File: config.mk
export PLATFORM = sky130hd
export DESIGN_NAME = irq_route_gate
export DESIGN_NICKNAME = d
export VERILOG_FILES = /design/src/rtl/irq_rg_pkg.sv /design/src/rtl/irq_rg_cfg.sv /design/src/rtl/irq_rg_detect.sv /design/src/rtl/irq_rg_route.sv /design/src/rtl/irq_route_gate.sv
export SDC_FILE = /design/constraint.sdc
export NUM_CORES = 1
export LEC_CHECK = 0
export BUFFER_PORTS_ARGS = -buffer_cell sky130_fd_sc_hd__buf_2
export CAP_MARGIN = 10
export CORE_MARGIN = 8
export CORE_UTILIZATION = 50
export DETAILED_ROUTE_END_ITERATION = 8
export PLACE_DENSITY = 0.69
export SLEW_MARGIN = 10
export SYNTH_ARGS = -nofsm -noshare
export SYNTH_HDL_FRONTEND = slang
export SYNTH_SLANG_ARGS = --single-unit
File: constraint.sdc
create_clock -name clk -period 8.1 [get_ports clk]
set_input_delay 0.405 -clock clk [delete_from_list [all_inputs] [get_ports clk]]
set_output_delay 0.405 -clock clk [all_outputs]
set_load 0.01 [all_outputs]
File: src/rtl/irq_rg_pkg.sv
`timescale 1ns/1ps
package irq_rg_pkg;
  localparam int VP_MASK    = 31;
  localparam int VP_ACT     = 30;
  localparam int VP_MODE    = 29;
  localparam int VP_POL     = 23;
  localparam int VP_SENSE   = 22;
  localparam int VP_PRIO_LO = 16;
  localparam int PRIO_W     = 4;
  localparam int VEC_W      = 8;

  typedef struct packed {
    logic              mask;
    logic              mode;
    logic              pol;
    logic              sense;
    logic [PRIO_W-1:0] prio;
    logic [VEC_W-1:0]  vec;
  } vp_cfg_t;

  function automatic logic [31:0] pack_vp(vp_cfg_t c, logic act);
    logic [31:0] w;
    w = '0;
    w[VP_MASK]  = c.mask;
    w[VP_ACT]   = act;
    w[VP_MODE]  = c.mode;
    w[VP_POL]   = c.pol;
    w[VP_SENSE] = c.sense;
    w[VP_PRIO_LO +: PRIO_W] = c.prio;
    w[VEC_W-1:0] = c.vec;
    return w;
  endfunction
endpackage

File: src/rtl/irq_rg_cfg.sv
`timescale 1ns/1ps
module irq_rg_cfg
  import irq_rg_pkg::*;
#(
  parameter int NUM_CPU = 4,
  parameter bit IS_EXT  = 1'b1
) (
  input  logic               clk,
  input  logic               rst,
  input  logic               we_vp_i,
  input  logic               we_dst_i,
  input  logic [31:0]        wdata_i,
  input  logic               act_set_i,
  input  logic               act_clr_i,
  output vp_cfg_t            cfg_o,
  output logic               act_o,
  output logic [NUM_CPU-1:0] dest_o,
  output logic [31:0]        vp_word_o,
  output logic [31:0]        dst_word_o
);
  vp_cfg_t            cfg_q;
  logic               act_q;
  logic [1:0]         dhi_q;
  logic [NUM_CPU-1:0] dmask_q;
  logic               unused_wbits;

  assign unused_wbits = ^wdata_i;

  always_ff @(posedge clk) begin
    if (rst) begin
      cfg_q.mask  <= 1'b1;
      cfg_q.mode  <= 1'b1;
      cfg_q.pol   <= 1'b0;
      cfg_q.sense <= 1'b0;
      cfg_q.prio  <= '0;
      cfg_q.vec   <= '0;
    end else if (we_vp_i) begin
      cfg_q.mask <= wdata_i[VP_MASK];
      cfg_q.mode <= wdata_i[VP_MODE];
      cfg_q.prio <= wdata_i[VP_PRIO_LO +: PRIO_W];
      cfg_q.vec  <= wdata_i[VEC_W-1:0];
      if (IS_EXT && !act_q) begin
        cfg_q.pol   <= wdata_i[VP_POL];
        cfg_q.sense <= wdata_i[VP_SENSE];
      end
    end
  end

  always_ff @(posedge clk) begin
    if (rst) begin
      dhi_q   <= '0;
      dmask_q <= '0;
    end else if (we_dst_i) begin
      dhi_q   <= wdata_i[31:30];
      dmask_q <= wdata_i[NUM_CPU-1:0];
    end
  end

  always_ff @(posedge clk) begin
    if (rst)            act_q <= 1'b0;
    else if (act_set_i) act_q <= 1'b1;
    else if (act_clr_i) act_q <= 1'b0;
  end

  always_comb begin
    dst_word_o = '0;
    dst_word_o[31:30] = dhi_q;
    dst_word_o[NUM_CPU-1:0] = dmask_q;
  end

  assign cfg_o     = cfg_q;
  assign act_o     = act_q;
  assign dest_o    = dmask_q;
  assign vp_word_o = pack_vp(cfg_q, act_q);

  AST_SENSE_LOCKED: assert property (@(posedge clk) disable iff (rst)
    act_q |=> $stable({cfg_q.pol, cfg_q.sense}));

  AST_ACT_SET_WINS: assert property (@(posedge clk) disable iff (rst)
    act_set_i |=> act_q);
endmodule

File: src/rtl/irq_rg_detect.sv
`timescale 1ns/1ps
module irq_rg_detect (
  input  logic clk,
  input  logic rst,
  input  logic req_i,
  input  logic pol_i,
  input  logic sense_i,
  input  logic act_i,
  output logic assert_o,
  output logic drop_o
);
  logic active;
  logic prev_q;

  assign active = req_i ^ pol_i;

  always_ff @(posedge clk) begin
    if (rst) prev_q <= 1'b0;
    else     prev_q <= active;
  end

  assign assert_o = sense_i ? active : (active & ~prev_q);
  assign drop_o   = sense_i & act_i & ~active;

  AST_EDGE_SINGLE: assert property (@(posedge clk) disable iff (rst)
    (assert_o && !sense_i) |=> !(assert_o && !sense_i && $stable(pol_i) && $stable(sense_i)));
endmodule

File: src/rtl/irq_rg_route.sv
`timescale 1ns/1ps
module irq_rg_route
  import irq_rg_pkg::*;
#(
  parameter int NUM_CPU = 4,
  localparam int CPU_W = (NUM_CPU > 1) ? $clog2(NUM_CPU) : 1
) (
  input  logic                       clk,
  input  logic                       rst,
  input  logic                       evt_i,
  input  logic                       act_i,
  input  logic                       mask_i,
  input  logic                       mode_i,
  input  logic [PRIO_W-1:0]          prio_i,
  input  logic [NUM_CPU-1:0]         dest_i,
  input  logic [NUM_CPU*PRIO_W-1:0]  cpu_prio_i,
  input  logic [NUM_CPU-1:0]         raised_i,
  output logic [NUM_CPU-1:0]         tgt_o
);
  logic [CPU_W-1:0]   last_q;
  logic [CPU_W-1:0]   pick_idx;
  logic [NUM_CPU-1:0] pick_oh;
  logic [NUM_CPU-1:0] elig;
  logic               gate_ok;
  logic               fire;
  logic               directed;
  logic               found;

  assign gate_ok  = !mask_i && (prio_i != '0) && (|dest_i);
  assign fire     = evt_i && !act_i && gate_ok;
  assign directed = !mode_i || (dest_i == (NUM_CPU'(1) << last_q));

  for (genvar c = 0; c < NUM_CPU; c++) begin : g_elig
    assign elig[c] = (prio_i > cpu_prio_i[c*PRIO_W +: PRIO_W]) && !raised_i[c];
  end

  always_comb begin
    found    = 1'b0;
    pick_idx = last_q;
    for (int k = 1; k <= NUM_CPU; k++) begin
      int idx;
      idx = int'(last_q) + k;
      if (idx >= NUM_CPU) idx = idx - NUM_CPU;
      if (!found && dest_i[idx]) begin
        found    = 1'b1;
        pick_idx = CPU_W'(idx);
      end
    end
    pick_oh = NUM_CPU'(1) << pick_idx;
  end

  always_comb begin
    tgt_o = '0;
    if (fire) tgt_o = directed ? (dest_i & elig) : (pick_oh & elig);
  end

  always_ff @(posedge clk) begin
    if (rst)                    last_q <= '0;
    else if (fire && !directed) last_q <= pick_idx;
  end

  AST_DIST_SINGLE: assert property (@(posedge clk) disable iff (rst)
    (fire && !directed) |-> $onehot0(tgt_o));

  AST_TGT_IN_DEST: assert property (@(posedge clk) disable iff (rst)
    (tgt_o & ~dest_i) == '0);

  for (genvar c = 0; c < NUM_CPU; c++) begin : g_chk
    AST_TGT_ELIG: assert property (@(posedge clk) disable iff (rst)
      tgt_o[c] |-> ((prio_i > cpu_prio_i[c*PRIO_W +: PRIO_W]) && !raised_i[c]));
  end
endmodule

File: src/rtl/irq_route_gate.sv
`timescale 1ns/1ps
module irq_route_gate
  import irq_rg_pkg::*;
#(
  parameter int NUM_SRC = 8,
  parameter int NUM_CPU = 4,
  parameter int NUM_EXT = 6,
  localparam int SRC_W = (NUM_SRC > 1) ? $clog2(NUM_SRC) : 1
) (
  input  logic                        clk,
  input  logic                        rst,
  input  logic [NUM_SRC-1:0]          req_i,
  input  logic                        cfg_we_i,
  input  logic [SRC_W-1:0]            cfg_idx_i,
  input  logic                        cfg_sel_i,
  input  logic [31:0]                 cfg_wdata_i,
  output logic [31:0]                 cfg_rdata_o,
  input  logic [NUM_CPU*PRIO_W-1:0]   cpu_prio_i,
  input  logic [NUM_SRC*NUM_CPU-1:0]  raised_i,
  input  logic [NUM_SRC-1:0]          act_clr_i,
  output logic [NUM_SRC*NUM_CPU-1:0]  deliver_o
);
  vp_cfg_t                         cfg_a   [NUM_SRC];
  logic [31:0]                     vpw_a   [NUM_SRC];
  logic [31:0]                     dsw_a   [NUM_SRC];
  logic [NUM_SRC-1:0]              act_v;
  logic [NUM_SRC-1:0]              evt_v;
  logic [NUM_SRC-1:0]              drop_v;
  logic [NUM_SRC-1:0][NUM_CPU-1:0] dest_v;
  logic [NUM_SRC-1:0][NUM_CPU-1:0] tgt_v;
  logic [NUM_SRC*NUM_CPU-1:0]      dlv_q;
  logic [31:0]                     rd_word;

  for (genvar s = 0; s < NUM_SRC; s++) begin : g_src
    logic hit;
    assign hit = cfg_we_i && (cfg_idx_i == SRC_W'(s));

    irq_rg_cfg #(.NUM_CPU(NUM_CPU), .IS_EXT(s < NUM_EXT)) u_cfg (
      .clk        (clk),
      .rst        (rst),
      .we_vp_i    (hit && !cfg_sel_i),
      .we_dst_i   (hit && cfg_sel_i),
      .wdata_i    (cfg_wdata_i),
      .act_set_i  (|tgt_v[s]),
      .act_clr_i  (act_clr_i[s] | drop_v[s]),
      .cfg_o      (cfg_a[s]),
      .act_o      (act_v[s]),
      .dest_o     (dest_v[s]),
      .vp_word_o  (vpw_a[s]),
      .dst_word_o (dsw_a[s])
    );

    irq_rg_detect u_det (
      .clk      (clk),
      .rst      (rst),
      .req_i    (req_i[s]),
      .pol_i    (cfg_a[s].pol),
      .sense_i  (cfg_a[s].sense),
      .act_i    (act_v[s]),
      .assert_o (evt_v[s]),
      .drop_o   (drop_v[s])
    );

    irq_rg_route #(.NUM_CPU(NUM_CPU)) u_rt (
      .clk        (clk),
      .rst        (rst),
      .evt_i      (evt_v[s]),
      .act_i      (act_v[s]),
      .mask_i     (cfg_a[s].mask),
      .mode_i     (cfg_a[s].mode),
      .prio_i     (cfg_a[s].prio),
      .dest_i     (dest_v[s]),
      .cpu_prio_i (cpu_prio_i),
      .raised_i   (raised_i[s*NUM_CPU +: NUM_CPU]),
      .tgt_o      (tgt_v[s])
    );

    AST_NO_RETRIGGER: assert property (@(posedge clk) disable iff (rst)
      $past(act_v[s]) |-> (dlv_q[s*NUM_CPU +: NUM_CPU] == '0));

    AST_GATED_ONLY: assert property (@(posedge clk) disable iff (rst)
      (|dlv_q[s*NUM_CPU +: NUM_CPU]) |->
        $past(!cfg_a[s].mask && (cfg_a[s].prio != '0) && (|dest_v[s])));

    AST_PULSE_ACTIVE: assert property (@(posedge clk) disable iff (rst)
      (|dlv_q[s*NUM_CPU +: NUM_CPU]) |-> act_v[s]);
  end

  always_ff @(posedge clk) begin
    if (rst) dlv_q <= '0;
    else     dlv_q <= tgt_v;
  end
  assign deliver_o = dlv_q;

  always_comb begin
    rd_word = '0;
    for (int s = 0; s < NUM_SRC; s++) begin
      if (cfg_idx_i == SRC_W'(s)) rd_word = cfg_sel_i ? dsw_a[s] : vpw_a[s];
    end
  end

  always_ff @(posedge clk) begin
    if (rst) cfg_rdata_o <= '0;
    else     cfg_rdata_o <= rd_word;
  end
endmodule

==> results of run 1 <==
[sequential cells by signal, indices dropped and copies added (netlist names)]
signal and cells:
g_src.u_det.prev_q 8, g_src.u_cfg.cfg_o 124, g_src.u_cfg.dhi_q 16, g_src.u_cfg.act_o 8, g_src.u_rt.last_q 16, g_src.u_cfg.dest_o 32, deliver_o 32, cfg_rdata_o 17
[cell type report]
| cell class | instances | share of cell area (%) |
|---|---|---|
| multi-input combinational | 1583 | 58.1 |
| sequential | 253 | 27.6 |
| clock buffer | 41 | 4.59 |
| timing repair buffer | 148 | 4.24 |
| tap | 448 | 3.06 |
| inverter | 75 | 1.54 |
| clock inverter | 10 | 0.799 |
| antenna | 1 | 0.0137 |
[worst max-delay path by stage]
stage               slack [ps]                   end               startpoint
finish                    4430  g_src[2].u_cfg.act_o  g_src[2].u_rt.last_q[0]
global route              4220         deliver_o[19]  g_src[4].u_rt.last_q[0]
CTS                       4510         deliver_o[19]  g_src[4].u_rt.last_q[0]
detailed placement        4530         deliver_o[19]  g_src[4].u_rt.last_q[0]
global placement          4580         deliver_o[19]  g_src[4].u_rt.last_q[0]
floorplan                 4740  g_src[4].u_cfg.act_o  g_src[4].u_rt.last_q[0]
[logic make-up after synthesis]
logic type	count (synthesis)	synth area share [%]
xor+xnor	42	2.21
other cells	1	0.0225
simple gates	697	18.9
flops	253	30.4
compound gates	537	20.4
fa+ha+maj	160	12.0
mux	132	10.0
buf+inv	242	5.98
[through the flow]
| stage | total power [mW] | area [um2] | hold slack (ps) | setup WS (ps) | utilization (%) |
|---|---|---|---|---|---|
| after global routing | 3.05 | 18300 | 84.5 | 4220 | 55.2 |
| final | 2.96 | 18300 | 81.1 | 4430 | 55.2 |
| after CTS | 2.96 | 18300 | 67.0 | 4510 | 55.2 |
| after global placement | 1.59 | 17300 | 437 | 4580 | 52.2 |
| after floorplan | 1.50 | 16700 | 432 | 4740 | - |
| after detailed placement | 1.60 | 17300 | 443 | 4530 | 52.2 |
[per-layer routing]
| metal | track usage, % | up-vias | routed length (um) |
|---|---|---|---|
| met5 | 0 | - | 41 |
| met4 | 8.98 | 6 | 1630 |
| met3 | 4.13 | 111 | 4940 |
| met2 | 42.8 | 722 | 24600 |
| met1 | 35.3 | 7405 | 22500 |
| li1 | - | 7360 | - |
[worst max-delay path: stages (launching register included)]
cell	delay, ps
dfxtp_1	720
inv_1	150
ha_1	490
mux4_2	530
nor2b_1	140
nor2_1	160
xnor2_1	170
nor2_1	100
a2111oi_0	810
nor2_1	80
a41oi_1	220
[power by group through the flow]
stage          Clock, mW  Sequential (mW)  Combinational (mW)
2_1_floorplan          0             1.30               0.201
3_3_place_gp           0             1.31               0.282
3_5_place_dp           0             1.31               0.292
4_1_cts             1.39             1.28               0.293
5_1_grt             1.44             1.28               0.325
6_report            1.38             1.28               0.298
[cell usage in the layout, fill, tap and decap left out, types with 21 or more instances in the layout]
| master | count |
|---|---|
| o21ai_0 | 112 |
| a21oi_1 | 204 |
| xor2_1 | 32 |
| ha_1 | 160 |
| mux2_2 | 21 |
| o22ai_1 | 26 |
| mux4_2 | 26 |
| o21a_1 | 25 |
| nand2b_1 | 32 |
| nor2_1 | 130 |
| nand3_1 | 28 |
| buf_2 | 135 |
| clkbuf_16 | 29 |
| a211oi_1 | 22 |
| nor2b_1 | 52 |
| inv_1 | 73 |
| a41oi_1 | 34 |
| nand2_1 | 340 |
| mux2i_1 | 85 |
| nor3_1 | 33 |
| dfxtp_1 | 253 |
| nor4_1 | 24 |
==> out/metrics.yaml, run 1 <==
clocking:
  cts_made_buffers: 29
  postCtsSetupRepairBufs: 0
  clock_latency_ps: 570
  numClockSinks: 253
  hold_buffers: 0
  cts.path.max_buffers: 3
  cts_tree: "yes"
  cts-resized-gates: 0
  clk_pin_slew_ps: 70
  cts-root-buf: "clkbuf_16"
  htreeDepth: 1
synthesis:
  synth_flop_cell: "dfxtp_1"
  synthTopCellsByCount: "nand2_1 (340), dfxtp_1 (253), a21oi_1 (204), ha_1 (160), nor2_1 (130)"
  synth_cells: 2064
  yosysTopAreaCellShare_pct: 30.4
  synth_area_leader_cell: "dfxtp_1"
  synth_edf_count: 0
  ys_ff_latch: 253
  synth-async-reset-ratio_pct: 0
  syn_area_um2: 16700
  yosysWarnings: 0
  synth_area_leaders: "dfxtp_1 (30%), ha_1 (12%), nand2_1 (7.7%)"
  yosysMostFrequentCell: "nand2_1"
  yosysUniqueCellTypes: 83
  syn_avg_cell_area_um2: 8.07
  ys_seq_area_share_pct: 30.4
floorplanning:
  die_area_um2: 39400
  die-height_um: 199
  placeableCoreArea_um2: 33200
  start_util_pct: 50.2
  io_pins: 167
  rows: 67
  die_x_um: 199
sta:
  clock_skew_ps: 11.4
  fin_crit_sh_pct: 45.3
  hold_viol_final: 0
  setup_viol: 0
  tns_ps: 0
  slew_viol_final: 0
  rsz0062_at_grt: "no"
  min_period_ps: 3670
  fmax_mhz: 273
  max_slew_margin_pct: 15.3
  worst_pin_slew_ps: 1270
finish:
  drive_above_1_share_pct: 12.2
  seq_area_um2: 5060
  stdcell_count: 2559
  num-fill-cells: 3109
  area_growth_pct: 9.99
  nets: 2353
  multiInputGateArea_um2: 10700
worst_hold_path:
  worst_hold_startpoint: "req_i[7]"
  whs_endpoint: "g_src[7].u_det.prev_q"
  worstHoldPathCells: 2
  min_path_type: "in2reg"
routing:
  post_drt_via_cell_ratio: 6.10
  ant_nets: 0
  wl_mm: 53.6
  wl_per_cell_um: 21.0
  drcViolationCount: 0
  firstDrtPassIters: 6
  dr_total_vias: 15600
  first_iter_violations: 1459
critical_path:
  ff2ff_path_depth: 10
  arrival_ps: 4150
  critical_path_peak_fanout: 15
  r2r-end: "g_src[2].u_cfg.act_o"
  critPathLaunchType: "flop"
  worstPathRequired_ps: 8580
  critPathCaptureType: "flop"
  r2r_start: "g_src[2].u_rt.last_q[0]"
  r2r_slack_ps: 4430
  path_class: "reg2reg"
place:
  portBuffers: 136
  place_congestion: 0.922
  dp.cells: 2507
  dpl.hpwl_mm: 37.9
power:
  seqPwrFrac_pct: 43.3
  sw_frac_of_total_pct: 26.3
  internal_power_mw: 2.18
  power.leakage_nw: 7.32
  powerDensity_nw_per_um2: 161
  net-switching-power_mw: 0.777
  irDropWorstVdd_mv: 0.162
  combPwrFrac_pct: 10.1
  p_clk_share_pct: 46.6
global_route:
  grt_pass1_wl_mm: 82.9
  grt.overflow.total: 0
  grt_max_degree: 97
  grt_pass1_vias: 14900
  gr-usage-all-layers_pct: 26.4
  antenna_found_initial: 3
run_status:
  outcome: "finished, final reports clean"
run:
  drv_cap: 0
Power figures use the tool's default switching activity.
==> run 2, diff against run 1 <==
--- a/config.mk
+++ b/config.mk
@@ -10,7 +10,7 @@
 export CORE_MARGIN = 8
 export CORE_UTILIZATION = 50
 export DETAILED_ROUTE_END_ITERATION = 8
-export PLACE_DENSITY = 0.69
+export PLACE_DENSITY = 0.72
 export SLEW_MARGIN = 10
 export SYNTH_ARGS = -nofsm -noshare
 export SYNTH_HDL_FRONTEND = slang
==> constraint.sdc (replaced) <==
create_clock -name clk -period 3.1 [get_ports clk]
set_input_delay 0.155 -clock clk [delete_from_list [all_inputs] [get_ports clk]]
set_output_delay 0.155 -clock clk [all_outputs]
set_load 0.01 [all_outputs]
==> run 2 against run 1 <==
Against the previous run: design area grew 4.3%; register-to-register slack lost 4200 ps; critical path type unchanged; non-clock buffer count grew 96; die area is the same; final cell count grew 3.8%; first-iteration DRC count grew 11%; combinational power grew to 2.9 times the previous value; largest cell class unchanged.
==> out/metrics.yaml, run 2 (synthesis results as in run 1) <==
run_status:
  outcome: "finished, final reports clean"
clocking:
  cts_tree: "yes"
  cts_made_buffers: 28  # -3.4%
  htreeDepth: 1  # unchanged
  clock_latency_ps: 560  # about the same
  cts-root-buf: "clkbuf_16"
  numClockSinks: 253  # unchanged
  cts.path.max_buffers: 3  # unchanged
  clk_pin_slew_ps: 60  # about the same
  postCtsSetupRepairBufs: 0  # unchanged
finish:
  largest_reg_flops: 124  # unchanged
  num-fill-cells: 3016  # -3.0%
  drive_above_1_share_pct: 14.4  # +2.2 points
  final_cell_mix: "nand2_1 (340), dfxtp_1 (253), a21oi_1 (204)"
  area_growth_pct: 14.7
  nets: 2448  # +4.0%
  mostFrequentLayoutCell: "nand2_1"
  stdcell_count: 2655  # +3.8%
  fin_util_pct: 57.6  # +2.4 points
  final_cell_area_um2: 19100  # +4.3%
sta:
  worst_pin_slew_ps: 964  # -302 ps
  fin_crit_sh_pct: 93.5  # +48 points
  rsz0062_at_grt: "no"
  holdWs_ps: 27.8  # -53.3 ps
  min_period_ps: 2900  # -770 ps
  slew_viol_final: 0  # unchanged
  clock_skew_ps: 16.7  # +5.33 ps
  setup_viol: 0  # unchanged
  fmax_mhz: 345  # +27%
  max_slew_margin_pct: 34.1  # +19 points
  hold_viol_final: 0  # unchanged
  setup_slack_ps: 203  # -4230 ps
  tns_ps: 0  # unchanged
routing:
  wl_mm: 55.6  # +3.6%
  drcViolationCount: 0  # unchanged
  post_drt_via_cell_ratio: 6.13  # +0.45%
  first_iter_violations: 1620  # +11%
  wl_per_cell_um: 20.9  # -0.15%
  firstDrtPassIters: 7  # +1
  ant_nets: 0  # unchanged
  dr_total_vias: 16300  # +4.2%
power:
  finalPower_mw: 7.60  # +160%
  powerDensity_nw_per_um2: 398  # +150%
  irDropWorstVdd_mv: 0.452  # +180%
  power.leakage_nw: 7.76  # +6.0%
critical_path:
  r2r_slack_ps: 200  # -4230 ps
  worst-path-buf-inv: 1  # unchanged
  critPathCaptureType: "flop"
  cpMaxStageDelayCell: "mux4_2"
  path_class: "reg2reg"
  critical_path_peak_fanout: 7  # -8
  worstPathRequired_ps: 3570  # -5010 ps
  r2r_start: "g_src[4].u_rt.last_q[0]"
  critPathLaunchType: "flop"
  cp_num_cells: 9  # -1
  cp-endpoint: "g_src[4].u_cfg.act_o"
  r2r-end: "g_src[4].u_cfg.act_o"
  ff2ff_path_depth: 9  # -1
  crit_path_start: "g_src[4].u_rt.last_q[0]"
  arrival_ps: 3370  # -780 ps
  path_delay_family: "simple AND/OR/NAND/NOR gates"
  worstPathCellList: "inv_1 -> ha_1 -> mux4_2 -> or4_1 -> o221ai_1 -> nand2_1 -> a2bb2oi_1 -> or3_1 -> a31oi_1"
  critPathMaxStageDelay_ps: 570  # -240 ps
global_route:
  grt.overflow.total: 0  # unchanged
  grt_pass1_wl_mm: 86.5  # +4.4%
  gr-usage-all-layers_pct: 27.4  # +1.0 points
  grt_pass1_vias: 15500  # +4.6%
  grt_max_degree: 109  # +12%
  antenna_found_initial: 1  # -2
floorplanning:
  die_area_um2: 39400  # unchanged
  start_util_pct: 50.2  # unchanged
  placeableCoreArea_um2: 33200  # unchanged
  die-height_um: 199  # unchanged
  rows: 67  # unchanged
  io_pins: 167  # unchanged
  die_x_um: 199  # unchanged
place:
  place_ws_ps: 227  # -4300 ps
  portBuffers: 136  # unchanged
  dp.cells: 2565  # +2.3%
  place_congestion: 0.937  # +1.6%
  place_area_um2: 17800  # +2.6%
  dpl.hpwl_mm: 40.2  # +6.1%
worst_hold_path:
  worstHoldPathCells: 4  # +2
  min_path_type: "in2reg"
run:
  drv_cap: 0  # unchanged
-- run 2: changes by cell type in the layout (fill, tap and decap cells not counted), sizes merged --
cell and change:
buf +58, bufinv -1, clkbuf -6, clkinv +8
clkinvlp -1, diode +2, dlygate4sd3 +38, inv -2
-- run 2: power by group --
group          leakage, nW  internal [mW]  switching (mW)  total [mW]
logic                 5.26          0.321           0.536       0.857
clock network        0.452           1.95            1.45        3.40
registers             2.05           3.30          0.0510        3.35
-- run 2: timing repair --
item | in CTS | in global routing
endpoints found under the hold margin | 113 | 0
hold buffers | 38 | 0
resized for setup | 0 | 3
endpoints found under the setup margin | 0 | 3
-- run 2: final cells by class --
class,count,area [um2],share of cell area (%)
Tap cell,448,561,2.93
Timing Repair Buffer,244,1610,8.40
Inverter,75,282,1.47
Clock buffer,35,778,4.07
Sequential cell,253,5060,26.5
Clock inverter,14,144,0.753
Antenna cell,3,7.51,0.0393
Multi-Input combinational cell,1583,10700,55.8
-- run 2: how the worst min path moves through the flow --
stage            startpoint                    end  slack (ps)
2_1_floorplan      req_i[6]  g_src[6].u_det.prev_q         280
3_3_place_gp       req_i[6]  g_src[6].u_det.prev_q         380
3_5_place_dp       req_i[7]  g_src[7].u_det.prev_q         410
4_1_cts        raised_i[29]          deliver_o[29]           8
5_1_grt        raised_i[29]          deliver_o[29]           9
6_report       raised_i[29]          deliver_o[29]          30
-- run 2: worst min-delay path, cell delays in order --
cell,delay (ps)
buf_2,90
a41oi_1,40
o2111ai_1,170
nor3_1,70
-- run 2: per-layer routing --
metal	global-route usage, %	vias to the layer above	wire (um)
met5	0	-	0
met4	9.47	0	1990
met3	3.52	135	5000
met2	44.5	810	25300
met1	37.1	7743	23300
li1	-	7575	-
